==> src/rtl/tsa_pkg.sv <==
package tsa_pkg;
  localparam int SLOT_W   = 8;
  localparam int NCH      = 3;
  localparam int CH_B1    = 0;
  localparam int CH_B2    = 1;
  localparam int CH_D     = 2;
  localparam int OV_COUNT = 5;
  localparam int OV_CTL   = 3;
  localparam int OV_CLK   = 4;
  localparam int POS_W    = SLOT_W + 2;

  typedef struct packed {
    logic [NCH-1:0][SLOT_W-1:0] slot;
    logic [NCH-1:0]             en;
  } tsa_cfg_t;
endpackage

==> src/rtl/tsa_regs.sv <==
module tsa_regs
  import tsa_pkg::*;
#(
  parameter int ADDR_W = 3
) (
  input  logic              clk,
  input  logic              rst_n,
  input  logic              soft_rst,
  input  logic              we,
  input  logic [ADDR_W-1:0] addr,
  input  logic [7:0]        wdata,
  output logic [7:0]        rdata,
  output tsa_cfg_t          cfg,
  output logic [2:0]        clk_dis,
  output logic              ov_sel
);
  localparam int NUM_STD = 1 << ADDR_W;
  localparam int SEL_IDX = NUM_STD - 1;

  logic [NUM_STD-1:0][7:0]  std_q, std_d;
  logic [OV_COUNT-1:0][7:0] ov_q, ov_d;

  assign ov_sel = std_q[SEL_IDX][0];

  always_comb begin
    std_d = std_q;
    ov_d  = ov_q;
    if (soft_rst) begin
      std_d = '0;
      ov_d  = '0;
    end else if (we) begin
      for (int i = 0; i < NUM_STD; i++)
        if (addr == ADDR_W'(i) && !(ov_sel && i < OV_COUNT)) std_d[i] = wdata;
      for (int i = 0; i < OV_COUNT; i++)
        if (ov_sel && addr == ADDR_W'(i)) ov_d[i] = wdata;
    end
  end

  always_comb begin
    rdata = std_q[addr];
    if (ov_sel)
      for (int i = 0; i < OV_COUNT; i++)
        if (addr == ADDR_W'(i)) rdata = ov_q[i];
  end

  always_ff @(posedge clk or negedge rst_n) begin
    if (!rst_n) begin
      std_q <= '0;
      ov_q  <= '0;
    end else begin
      std_q <= std_d;
      ov_q  <= ov_d;
    end
  end

  for (genvar c = 0; c < NCH; c++) begin : g_slot
    assign cfg.slot[c] = ov_q[c];
  end
  assign cfg.en  = ov_q[OV_CTL][NCH-1:0];
  assign clk_dis = ov_q[OV_CLK][2:0];
endmodule

==> src/rtl/tsa_frame.sv <==
module tsa_frame
  import tsa_pkg::*;
(
  input  logic                clk,
  input  logic                rst_n,
  input  logic                dcl_en,
  input  logic                fsync,
  input  tsa_cfg_t            cfg_in,
  input  logic [NCH-1:0][7:0] din,
  output logic [POS_W-1:0]    pos,
  output logic                frame_act,
  output tsa_cfg_t            cfg_sh,
  output logic [NCH-1:0][7:0] dat_sh
);
  logic [POS_W-1:0]    pos_d;
  logic                act_d;
  tsa_cfg_t            cfg_d;
  logic [NCH-1:0][7:0] dat_d;

  always_comb begin
    pos_d = pos;
    act_d = frame_act;
    cfg_d = cfg_sh;
    dat_d = dat_sh;
    if (dcl_en) begin
      if (fsync) begin
        pos_d = '0;
        act_d = 1'b1;
        cfg_d = cfg_in;
        dat_d = din;
      end else if (frame_act && pos != '1) begin
        pos_d = pos + 1'b1;
      end
    end
  end

  always_ff @(posedge clk or negedge rst_n) begin
    if (!rst_n) begin
      pos       <= '0;
      frame_act <= 1'b0;
      cfg_sh    <= '0;
      dat_sh    <= '0;
    end else begin
      pos       <= pos_d;
      frame_act <= act_d;
      cfg_sh    <= cfg_d;
      dat_sh    <= dat_d;
    end
  end
endmodule

==> src/rtl/tsa_chsel.sv <==
module tsa_chsel
  import tsa_pkg::*;
#(
  parameter logic [SLOT_W-1:0] DEF_B1_SLOT = 8'd0,
  parameter logic [SLOT_W-1:0] DEF_B2_SLOT = 8'd4,
  parameter logic [SLOT_W-1:0] DEF_D_SLOT  = 8'd8
) (
  input  logic [POS_W-1:0]    pos,
  input  logic                frame_act,
  input  tsa_cfg_t            cfg_sh,
  input  logic [NCH-1:0][7:0] dat_sh,
  output logic                dout,
  output logic                dout_oe,
  output logic [NCH-1:0]      hit
);
  logic [NCH-1:0] bit_v;

  for (genvar c = 0; c < NCH; c++) begin : g_ch
    localparam int LEN = (c == CH_D) ? 2 : 8;
    localparam logic [SLOT_W-1:0] DEF =
      (c == CH_B1) ? DEF_B1_SLOT : (c == CH_B2) ? DEF_B2_SLOT : DEF_D_SLOT;
    logic [SLOT_W-1:0] slot_eff;
    logic [POS_W-1:0]  base;
    logic [POS_W-1:0]  off;
    logic [2:0]        idx;

    assign slot_eff = cfg_sh.en[c] ? cfg_sh.slot[c] : DEF;
    assign base     = POS_W'({slot_eff, 1'b0});
    assign off      = pos - base;
    assign hit[c]   = frame_act && (pos >= base) && (off < POS_W'(LEN));
    assign idx      = 3'(LEN - 1) - off[2:0];
    assign bit_v[c] = dat_sh[c][idx];
  end

  always_comb begin
    dout_oe = |hit;
    dout    = 1'b0;
    for (int c = NCH - 1; c >= 0; c--)
      if (hit[c]) dout = bit_v[c];
  end
endmodule

==> src/rtl/tsa_top.sv <==
module tsa_top
  import tsa_pkg::*;
#(
  parameter int                ADDR_W      = 3,
  parameter logic [SLOT_W-1:0] DEF_B1_SLOT = 8'd0,
  parameter logic [SLOT_W-1:0] DEF_B2_SLOT = 8'd4,
  parameter logic [SLOT_W-1:0] DEF_D_SLOT  = 8'd8
) (
  input  logic              clk,
  input  logic              rst_n,
  input  logic              soft_rst,
  input  logic              reg_we,
  input  logic [ADDR_W-1:0] reg_addr,
  input  logic [7:0]        reg_wdata,
  output logic [7:0]        reg_rdata,
  input  logic              dcl_en,
  input  logic              fsync,
  input  logic [7:0]        b1_data,
  input  logic [7:0]        b2_data,
  input  logic [1:0]        d_data,
  output logic              dout,
  output logic              dout_oe,
  output logic [1:0]        aux_clk_en
);
  logic                rst_meta, rst_n_sync;
  tsa_cfg_t            cfg, cfg_sh;
  logic [2:0]          clk_dis;
  logic                ov_sel;
  logic [NCH-1:0][7:0] din, dat_sh;
  logic [POS_W-1:0]    pos;
  logic                frame_act;
  logic [NCH-1:0]      hit;

  always_ff @(posedge clk or negedge rst_n) begin
    if (!rst_n) begin
      rst_meta   <= 1'b0;
      rst_n_sync <= 1'b0;
    end else begin
      rst_meta   <= 1'b1;
      rst_n_sync <= rst_meta;
    end
  end

  assign din[CH_B1] = b1_data;
  assign din[CH_B2] = b2_data;
  assign din[CH_D]  = {6'b0, d_data};

  tsa_regs #(.ADDR_W(ADDR_W)) u_regs (
    .clk(clk), .rst_n(rst_n_sync), .soft_rst(soft_rst), .we(reg_we),
    .addr(reg_addr), .wdata(reg_wdata), .rdata(reg_rdata),
    .cfg(cfg), .clk_dis(clk_dis), .ov_sel(ov_sel)
  );

  tsa_frame u_frame (
    .clk(clk), .rst_n(rst_n_sync), .dcl_en(dcl_en), .fsync(fsync),
    .cfg_in(cfg), .din(din), .pos(pos), .frame_act(frame_act),
    .cfg_sh(cfg_sh), .dat_sh(dat_sh)
  );

  tsa_chsel #(
    .DEF_B1_SLOT(DEF_B1_SLOT), .DEF_B2_SLOT(DEF_B2_SLOT), .DEF_D_SLOT(DEF_D_SLOT)
  ) u_chsel (
    .pos(pos), .frame_act(frame_act), .cfg_sh(cfg_sh), .dat_sh(dat_sh),
    .dout(dout), .dout_oe(dout_oe), .hit(hit)
  );

  assign aux_clk_en = {2{~&clk_dis}};
endmodule

==> config.mk <==
export PLATFORM = sky130hd
export DESIGN_NAME = tsa_top
export DESIGN_NICKNAME = d
export VERILOG_FILES = /design/src/rtl/tsa_pkg.sv /design/src/rtl/tsa_regs.sv /design/src/rtl/tsa_frame.sv /design/src/rtl/tsa_chsel.sv /design/src/rtl/tsa_top.sv
export SDC_FILE = /design/constraint.sdc
export NUM_CORES = 1
export LEC_CHECK = 0
export BUFFER_PORTS_ARGS = -buffer_cell sky130_fd_sc_hd__buf_2
export CORE_MARGIN = 4
export CORE_UTILIZATION = 59
export DETAILED_ROUTE_END_ITERATION = 12
export GPL_TIMING_DRIVEN = 0
export PLACE_DENSITY = 0.82
export SLEW_MARGIN = 20
export SYNTH_ARGS = -nofsm -noshare
export SYNTH_HDL_FRONTEND = slang
export SYNTH_SLANG_ARGS = --single-unit
==> constraint.sdc <==
create_clock -name clk -period 9.9 [get_ports clk]
set_input_delay 1.98 -clock clk [delete_from_list [all_inputs] [get_ports clk]]
set_output_delay 1.98 -clock clk [all_outputs]
set_load 0.005 [all_outputs]
==> impl_metrics.ini <==
[power]
seq_power_share_pct = 47.3
leakage_nw = 4.618
combPwrFrac_pct = 9.9
powerDensity_nw_per_um2 = 147.0
ir_worst_vdd_uv = 119.6
power.share.clock_pct = 42.7
p_int_mw = 1.084
p_switching_mw = 0.3775
swShare_pct = 25.84

[critical_path]
cp_max_fo = 10
cp-startpoint = reg_addr[1]
critPathMaxStageDelay_ns = 0.59
required_ns = 7.92
critPathKind = input port to output pin
setup.worst_path.end_class = output pin
cp_slowest_cell = buf_1
cp.buffers_inverters = 4
rr_worst_depth = 7
worst_r2r_endpoint = u_frame.pos[7]
path_cells = buf_2 > clkbuf_1 > buf_1 > mux4_2 > nand2_1 > nand2_1 > o21ai_1 > o221ai_1 > buf_2
cp-start-kind = input port
crit_arrival_ns = 4.28
rr_startpoint = u_frame.pos[2]
cpLargestDelayFamily = buffers and inverters
r2r_setup_slack_ns = 7.67

[floorplan]
die_h_um = 130.6
floorplan.initialDensity_pct = 60.54
io_pins = 47
placementRows = 44
core-area_um2 = 14640
die_area_um2 = 17050
chipWidth_um = 130.6

[yosys]
ys_warn_count = 0
syn_area_um2 = 8866
ys_ff_latch = 162
ys_seq_area_share_pct = 45.72
synth_area_per_cell_um2 = 9.235
synth_edf_count = 0
ys.flop_type = dfrtp_1
async_reset_ff_share_pct = 100.0
syn_inst = 960
synth_nets = 1023
synth_area_leaders = dfrtp_1 46%, nand2_1 11%, mux2i_1 7.9%
synth_top_cell_by_area = dfrtp_1
synth_most_common_cell = nand2_1
synth_top_area_share_pct = 45.72
synthTopCellsByCount = 267 x nand2_1, 162 x dfrtp_1, 90 x nor2_1
synth.distinct_cells = 65

[timing]
slew_violations = 0
fin_crit_sh_pct = 63.21
fin_crit_ns = 6.257
hold_viol_final = 0
clock_skew_ns = 0.005644
setup_viol = 0
fmax_mhz = 159.8
rsz0062_at_grt = false
slew_headroom_pct = 26.50
setup_tns_ns = 0
worst_pin_slew_ns = 1.094

[finish]
syn_to_final_growth_pct = 12.09
nFillCells = 1134
drive_above_1_share_pct = 11.95
regArea_um2 = 4058
multi_input_area_um2 = 4523
fin_area_um2 = 9938
diodes = 0
nets = 1088

[routing]
routed_wl_mm = 23.38
drtIter0Drc = 614
avgViaCountPerCell = 6.168
final_antenna_net_count = 0
drc = 0
dr.pass1.iters = 5
wl_per_cell_um = 19.13
vias = 7537

[place]
portBuffers = 43
post-dp-hpwl_mm = 16.59
dpl-instance-area_um2 = 9383
gp_congestion = 0.9212

[grt]
first_global_vias = 7361
grt.total_usage_pct = 28.76
gr-total-overflow = 0
grt_pass1_wl_mm = 37.83
antenna_found_initial = 2
grt_max_degree = 60

[clocking]
cts_tree = built
clk_path_buf_depth = 2
cts_hold_buf = 0
root_buffer = clkbuf_16
clock_latency_ns = 0.43
numCtsBuffers = 17
cts_resized = 0
cts.sinks = 162
postCtsSetupRepairBufs = 0
cts-htree-levels = 4
path_clk_slew_ns = 0.06

[job]
cap_violations = 0

[status]
status = finished clean

[hold_path]
hold_class = register to async pin
[routing by layer]
metal	wire length, um	track usage, %	share of wire [%]	up-vias
met5	27	0	0.12	-
met4	853	13.19	3.6	4
met3	1802	7.358	7.7	65
met2	11190	44.67	48	342
met1	9507	38.39	41	3686
li1	-	-	-	3440
[final cells by class]
type | count | share of cell area (%)
clock buffer | 20 | 4.495
buffer | 55 | 2.304
sequential | 162 | 40.83
clock inverter | 12 | 1.095
tap | 184 | 2.317
inverter | 16 | 0.6043
multi-input combinational | 727 | 45.51
timing repair buffer | 46 | 2.845
[power by group through the flow]
| stage | combinational, mW | sequential (mW) | clock [mW] |
|---|---|---|---|
| 2_1_floorplan | 0.0861 | 0.707 | 0 |
| 3_3_place_gp | 0.126 | 0.713 | 0 |
| 3_5_place_dp | 0.143 | 0.703 | 0 |
| 4_1_cts | 0.144 | 0.691 | 0.625 |
| 5_1_grt | 0.159 | 0.694 | 0.655 |
| 6_report | 0.145 | 0.692 | 0.625 |
[worst max-delay path by stage]
stage                         end  cells past startpoint
floorplan            reg_rdata[2]                      7
global placement    u_regs.cfg[5]                      0
detailed placement   reg_rdata[5]                      9
CTS                  reg_rdata[5]                      9
global route         reg_rdata[4]                      9
finish               reg_rdata[5]                      9
[logic make-up (layout without fill, tap and decap cells)]
kind of cell / after synthesis / after routing / synth area share [%]
fa+ha+maj: 28 / 28 / 4.206
compound gates: 140 / 140 / 9.794
flops: 162 / 162 / 45.72
xor+xnor: 15 / 15 / 1.482
buf+inv: 71 / 149 / 3.260
mux: 96 / 96 / 14.13
other cells: 1 / 1 / 0.04230
simple gates: 447 / 447 / 21.37
[registers in the layout, indices dropped and copies added (netlist names), 3 cells and up]
| signal | cells |
|---|---|
| u_regs.std_q | 63 |
| u_frame.cfg_sh | 27 |
| u_regs.cfg | 27 |
| u_frame.dat_sh | 18 |
| u_frame.pos | 10 |
| u_regs.ov_q | 10 |
| u_regs.clk_dis | 3 |
[layout by cell type, fill, tap and decap left out, drive strengths merged, types with 9 or more instances in the layout]
master,count
mux4,23
ha,25
o21ai,23
xor2,9
nor2,91
dfrtp,162
nand3,34
clkinv,9
nand2,267
mux2i,70
inv,16
a21oi,69
buf,57
clkbuf,64
[per-stage QoR]
stage | power, mW | setup slack (ns) | cells | hold slack (ns) | utilization, %
floorplan | 0.7931 | 4.456 | 960 | 0.3312 | -
global placement | 0.8388 | 3.335 | 1187 | 0.3358 | 63.59
detailed placement | 0.8460 | 3.659 | 1190 | 0.2546 | 64.07
CTS | 1.461 | 3.652 | 1222 | 0.2561 | 67.87
global route | 1.508 | 3.539 | 1222 | 0.2809 | 67.87
finish | 1.461 | 3.643 | 1222 | 0.2500 | 67.87
(Power assumes the default switching activity.)
